<file path="src/rtl/bru_pkg.sv">
package bru_pkg;
  localparam logic [5:0] OPC_SPECIAL = 6'h00;
  localparam logic [5:0] OPC_JUMP    = 6'h02;
  localparam logic [5:0] OPC_JLINK   = 6'h03;
  localparam logic [5:0] OPC_BREQ    = 6'h04;
  localparam logic [5:0] OPC_BRNE    = 6'h05;
  localparam logic [5:0] FN_JREG     = 6'h08;

  typedef enum logic [2:0] {
    CT_NONE  = 3'd0,
    CT_BREQ  = 3'd1,
    CT_BRNE  = 3'd2,
    CT_JUMP  = 3'd3,
    CT_JLINK = 3'd4,
    CT_JREG  = 3'd5
  } ctl_e;
endpackage

</file>
<file path="src/rtl/bru_decode.sv">
module bru_decode
  import bru_pkg::*;
(
  input  logic [5:0] op_i,
  input  logic [5:0] funct_i,
  output ctl_e       cls_o
);
  always_comb begin
    cls_o = CT_NONE;
    unique case (op_i)
      OPC_BREQ:    cls_o = CT_BREQ;
      OPC_BRNE:    cls_o = CT_BRNE;
      OPC_JUMP:    cls_o = CT_JUMP;
      OPC_JLINK:   cls_o = CT_JLINK;
      OPC_SPECIAL: cls_o = (funct_i == FN_JREG) ? CT_JREG : CT_NONE;
      default:     cls_o = CT_NONE;
    endcase
  end
endmodule

</file>
<file path="src/rtl/bru_cond.sv">
module bru_cond
  import bru_pkg::*;
#(
  parameter int XLEN = 32
) (
  input  ctl_e            cls_i,
  input  logic [XLEN-1:0] opa_i,
  input  logic [XLEN-1:0] opb_i,
  output logic            take_o
);
  logic same;
  assign same = (opa_i == opb_i);

  always_comb begin
    unique case (cls_i)
      CT_BREQ:                    take_o = same;
      CT_BRNE:                    take_o = !same;
      CT_JUMP, CT_JLINK, CT_JREG: take_o = 1'b1;
      default:                    take_o = 1'b0;
    endcase
  end
endmodule

</file>
<file path="src/rtl/bru_target.sv">
module bru_target
  import bru_pkg::*;
#(
  parameter int XLEN   = 32,
  parameter int INSN_B = 4
) (
  input  ctl_e              cls_i,
  input  logic [XLEN-1:0]   pc_i,
  input  logic [XLEN-1:0]   imm_i,
  input  logic [XLEN-7:0]   idx_i,
  input  logic [XLEN-1:0]   opa_i,
  output logic [XLEN-1:0]   tgt_o,
  output logic [XLEN-1:0]   link_o
);
  localparam int SH    = $clog2(INSN_B);
  localparam int IDX_W = XLEN - 6;
  localparam int TOP_W = XLEN - IDX_W - SH;

  logic [XLEN-1:0] pc_nx;
  logic [XLEN-1:0] br_tgt;
  logic [XLEN-1:0] jp_tgt;

  assign pc_nx  = pc_i + XLEN'(INSN_B);
  assign link_o = pc_i + XLEN'(2 * INSN_B);
  assign br_tgt = pc_nx + (imm_i << SH);

  generate
    if (TOP_W > 0) begin : g_region
      assign jp_tgt = {pc_nx[XLEN-1 -: TOP_W], idx_i, {SH{1'b0}}};
    end else begin : g_flat
      assign jp_tgt = {idx_i, {SH{1'b0}}};
    end
  endgenerate

  always_comb begin
    unique case (cls_i)
      CT_BREQ, CT_BRNE:  tgt_o = br_tgt;
      CT_JUMP, CT_JLINK: tgt_o = jp_tgt;
      CT_JREG:           tgt_o = opa_i;
      default:           tgt_o = pc_nx;
    endcase
  end
endmodule

</file>
<file path="src/rtl/bru_resolver.sv">
module bru_resolver
  import bru_pkg::*;
#(
  parameter int XLEN = 32
) (
  input  logic            clk,
  input  logic            rst_n,
  input  logic            id_valid_i,
  input  logic [5:0]      op_i,
  input  logic [5:0]      funct_i,
  input  logic [XLEN-1:0] imm_sx_i,
  input  logic [XLEN-7:0] jidx_i,
  input  logic [XLEN-1:0] pc_i,
  input  logic [XLEN-1:0] opa_i,
  input  logic [XLEN-1:0] opb_i,
  output logic            redirect_o,
  output logic [XLEN-1:0] target_o,
  output logic            link_we_o,
  output logic [XLEN-1:0] link_o
);
  ctl_e            cls;
  logic            take;
  logic [XLEN-1:0] tgt_c;
  logic [XLEN-1:0] link_c;

  bru_decode u_dec (.op_i(op_i), .funct_i(funct_i), .cls_o(cls));

  bru_cond #(.XLEN(XLEN)) u_cond (
    .cls_i(cls), .opa_i(opa_i), .opb_i(opb_i), .take_o(take)
  );

  bru_target #(.XLEN(XLEN)) u_tgt (
    .cls_i(cls), .pc_i(pc_i), .imm_i(imm_sx_i), .idx_i(jidx_i),
    .opa_i(opa_i), .tgt_o(tgt_c), .link_o(link_c)
  );

  logic slot_q, slot_d;
  logic accept;
  logic redir_d, lwe_d;
  logic tgt_en, link_en;

  always_comb begin
    accept  = id_valid_i && !slot_q;
    redir_d = accept && take;
    lwe_d   = accept && (cls == CT_JLINK);
    tgt_en  = redir_d;
    link_en = lwe_d;
    slot_d  = slot_q;
    if (id_valid_i) slot_d = (cls != CT_NONE) && !slot_q;
  end

  always_ff @(posedge clk or negedge rst_n) begin
    if (!rst_n) begin
      slot_q     <= 1'b0;
      redirect_o <= 1'b0;
      link_we_o  <= 1'b0;
    end else begin
      slot_q     <= slot_d;
      redirect_o <= redir_d;
      link_we_o  <= lwe_d;
    end
  end

  always_ff @(posedge clk or negedge rst_n) begin
    if (!rst_n) begin
      target_o <= '0;
    end else if (tgt_en) begin
      target_o <= tgt_c;
    end
  end

  always_ff @(posedge clk or negedge rst_n) begin
    if (!rst_n) begin
      link_o <= '0;
    end else if (link_en) begin
      link_o <= link_c;
    end
  end


  redirect_pulse_chk: assert property (@(posedge clk) disable iff (!rst_n)
    redirect_o |=> !redirect_o);


  idle_quiet_chk: assert property (@(posedge clk) disable iff (!rst_n)
    !$past(id_valid_i) |-> (!redirect_o && !link_we_o));


  link_implies_redirect_chk: assert property (@(posedge clk) disable iff (!rst_n)
    link_we_o |-> redirect_o);


  slot_ignored_chk: assert property (@(posedge clk) disable iff (!rst_n)
    $past(id_valid_i && slot_q) |-> (!redirect_o && !link_we_o));


  beq_equal_chk: assert property (@(posedge clk) disable iff (!rst_n)
    (redirect_o && $past(op_i == OPC_BREQ)) |-> $past(opa_i == opb_i));


  bne_differ_chk: assert property (@(posedge clk) disable iff (!rst_n)
    (redirect_o && $past(op_i == OPC_BRNE)) |-> $past(opa_i != opb_i));
endmodule

</file>
<file path="config.mk">
export PLATFORM = sky130hd
export DESIGN_NAME = bru_resolver
export DESIGN_NICKNAME = d
export VERILOG_FILES = /design/src/rtl/bru_pkg.sv /design/src/rtl/bru_decode.sv /design/src/rtl/bru_cond.sv /design/src/rtl/bru_target.sv /design/src/rtl/bru_resolver.sv
export SDC_FILE = /design/constraint.sdc
export NUM_CORES = 1
export LEC_CHECK = 0
export BUFFER_PORTS_ARGS = -buffer_cell sky130_fd_sc_hd__buf_2
export CAP_MARGIN = 5
export CORE_ASPECT_RATIO = 1.75
export CORE_MARGIN = 8
export CORE_UTILIZATION = 30
export DETAILED_ROUTE_END_ITERATION = 8
export GPL_TIMING_DRIVEN = 0
export PLACE_DENSITY = 0.51
export SLEW_MARGIN = 5
export SYNTH_ARGS = -nofsm -noshare
export SYNTH_HDL_FRONTEND = slang
export SYNTH_HIERARCHICAL = 1
export SYNTH_SLANG_ARGS = --single-unit
</file>
<file path="constraint.sdc">
create_clock -name clk -period 3.05 [get_ports clk]
set_clock_uncertainty 0.1 [all_clocks]
set_input_delay 0 -clock clk [delete_from_list [all_inputs] [get_ports clk]]
set_output_delay 0 -clock clk [all_outputs]
set_load 0.05 [all_outputs]
</file>
==> impl_metrics.env <==
export IMPL_cp_endpoint="target_o[29]"
export IMPL_failed_checks="setup timing"
export IMPL_wl_per_cell_um=22.4
export IMPL_cts_tree="built"
export IMPL_seq_area_frac_synth_pct=23.4
export IMPL_final_common_cell="buf_2"
export IMPL_gp_congestion=0.902
export IMPL_core_region_area_um2=23700
export IMPL_die_x_um=133
export IMPL_yosysWarnings=6
export IMPL_reg2reg_to="link_o[28]"
export IMPL_dpl_cell_area_um2=8850
export IMPL_critPathArrivalTime_ps=3280
export IMPL_rsz0062_at_grt="true"
export IMPL_status="complete, but fails checks"
export IMPL_critPathLaunch="pc_i[2]"
export IMPL_setup_violations_final=7
export IMPL_overflow=0
export IMPL_clock_sinks=67
export IMPL_fmax_mhz=318
export IMPL_synth_edff_count=0
export IMPL_vias_per_cell=5.28
export IMPL_rrSetupSlack_ps=1440
export IMPL_synth_ff_type="dfrtp_1"
export IMPL_synth_top_area_share_pct=23.4
export IMPL_cp_end_kind="register"
export IMPL_crit_slowest_cell="ha_2"
export IMPL_cp_start_kind="primary input"
export IMPL_yosys_top_cells_area="dfrtp_1, xnor2_1, ha_1"
export IMPL_synth_fp_nets=1036
export IMPL_track_usage_pct=21.1
export IMPL_period_needed_ps=3150
export IMPL_pre_cts_slack_ps=-1230
export IMPL_slew_viol_final=0
export IMPL_utilization_pct=44.1
export IMPL_crit_buf_inv=1
export IMPL_yosys_register_bits=67
export IMPL_power_uw=4390
export IMPL_max_stage_delay_ps=370
export IMPL_tns_ps=-500
export IMPL_cts_max_path_buffers=2
export IMPL_antenna_found_initial=5
export IMPL_required_ps=3180
export IMPL_cts_buffers=9
export IMPL_port_buffers=226
export IMPL_min_path_type="primary input to async pin"
export IMPL_ys_types=75
export IMPL_grt_pass1_vias=7964
export IMPL_root_buffer="clkbuf_16"
export IMPL_floorplan_initialDensity_pct=30.2
export IMPL_cp_max_fo=6
export IMPL_crit_chain="buf_4 > ha_4 > and2_4 > nand2_4 > nor3_4 > and3_1 > xor2_2 > ha_2 > a21oi_2 > o221ai_1 > nand2_1 > o31ai_4 > a31o_4 > a31oi_4 > nor3_2 > a31oi_2 > o221ai_2 > mux2_4"
export IMPL_cts_max_level=3
export IMPL_io_pins=235
export IMPL_dr_pass1_iters=5
export IMPL_yosys_area_top_type="dfrtp_1"
export IMPL_cp_depth=18
export IMPL_clkSlewWorstSetupHoldPaths_ps=60
export IMPL_worstSetupPathType="primary input to register"
export IMPL_drtIter0Drc=366
export IMPL_syn_area_per_cell_um2=8.65
export IMPL_vdd_drop_max_mv=0.200
export IMPL_final_cell_mix="buf_2, dfrtp_1, nand2_1"
export IMPL_pwr_density_cell_nw_per_um2=420
export IMPL_layout_worst_path_cycle_share_pct=103
export IMPL_rr_worst_depth=4
export IMPL_relSlewSlack_pct=34.6
export IMPL_vias=7632
export IMPL_grt_max_degree=46
export IMPL_insertion_delay_ps=340
export IMPL_grt_pass1_wl_mm=46.9
export IMPL_cap_violations=0
export IMPL_synthArstFlopShare_pct=100
export IMPL_fin_nets=1337
export IMPL_final_area_um2=10500
export IMPL_worst_pin_slew_ps=980
export IMPL_fin_ws_ps=-98.9
export IMPL_hold_viol_final=0
export IMPL_wl_mm=32.3
export IMPL_ant_nets=0
export IMPL_rows=75
export IMPL_die_area_um2=29300
export IMPL_drt_drc_violations_left=0
export IMPL_dp_hpwl_mm=26.0
export IMPL_rr_startpoint="slot_q"
export IMPL_critPathTopFamily="compound AO/OA/AOI/OAI gates"
export IMPL_leakage_uw=0.00481
export IMPL_drive_gt1_share_pct=44.2
export IMPL_die_h_um=221
export IMPL_syn_area_um2=7170
export IMPL_syn2layout_area_growth_pct=45.9
export IMPL_syn_inst=829
-- synth_stat cells, types with 9 or more instances --
cell type,count
mux2_2,41
dfrtp_1,67
xnor2_1,75
nand3_1,24
nand4_1,20
nor3_1,14
o22ai_1,14
nand2_1,70
mux2i_1,9
mux2_4,29
a221oi_1,11
and2_1,9
nand2b_1,18
o21ai_0,21
nor2_1,71
a211oi_1,15
clkbuf_1,28
ha_1,37
xor2_1,34
a21oi_1,62
a21o_1,15
inv_1,18
-- power breakdown --
group | internal (uW) | switching [uW] | total [uW]
registers | 1080 | 98.7 | 1170
logic | 810 | 1410 | 2220
clock network | 548 | 449 | 997
total | 2430 | 1960 | 4390
-- cells by family after synthesis --
family / count (synthesis) / synth area share (%)
buffers and inverters: 64 / 4.17
AO/OA/AOI/OAI: 200 / 19.0
multiplexers: 81 / 14.1
flip-flops: 67 / 23.4
XOR/XNOR: 109 / 13.3
adder cells (fa/ha/maj): 38 / 6.74
AND/OR/NAND/NOR: 270 / 19.3
-- sequential cells by signal, summed over array words and instances (netlist names) --
register / count
link_o: 32
link_we_o: 1
redirect_o: 1
slot_q: 1
target_o: 32
-- layout make-up --
cell class              count  area (um2)
diodes                      3        7.51
plain buffers              41         277
clock buffers               9         225
clock inverters             7        43.8
fillers                  2407       13300
inverters                  18        67.6
multi-input cells         698        5960
flip-flops and latches     67        1680
well taps                 308         385
repair buffers            295        1810
-- routing by layer --
| metal | GRT usage (%) | vias up | routed length [um] |
|---|---|---|---|
| met3 | 4.25 | 67 | 1880 |
| met4 | 12.7 | 4 | 1510 |
| met1 | 21.2 | 3679 | 11600 |
| li1 | - | 3611 | - |
| met5 | 0 | - | 23 |
| met2 | 39.2 | 271 | 17400 |
-- through the flow --
| stage | hold slack [ps] | std cells |
|---|---|---|
| after global routing | 4.07 | 1445 |
| final | 6.97 | 1446 |
| after detailed placement | -160 | 1364 |
| after global placement | 121 | 1363 |
| after floorplan | -396 | 829 |
| after CTS | 2.14 | 1425 |
-- how the worst min path moves through the flow --
stage / start / end / slack, ps / cells after the start
after floorplan: rst_n / link_o[0] / -400 / 0
after global placement: id_valid_i / slot_q / 120 / 2
after detailed placement: rst_n / link_o[3] / -160 / 1
after CTS: pc_i[23] / link_o[23] / 2 / 3
after global routing: pc_i[13] / link_o[13] / 4 / 3
final: rst_n / link_o[3] / 7 / 2
-- repair_timing --
item	CTS	global route
setup buffers	31	20
endpoints found under the hold margin	83	0
gates resized for setup	95	69
setup endpoints to repair	32	26
pin swaps	43	47
hold buffers	17	0
(Power assumes the default switching activity.)
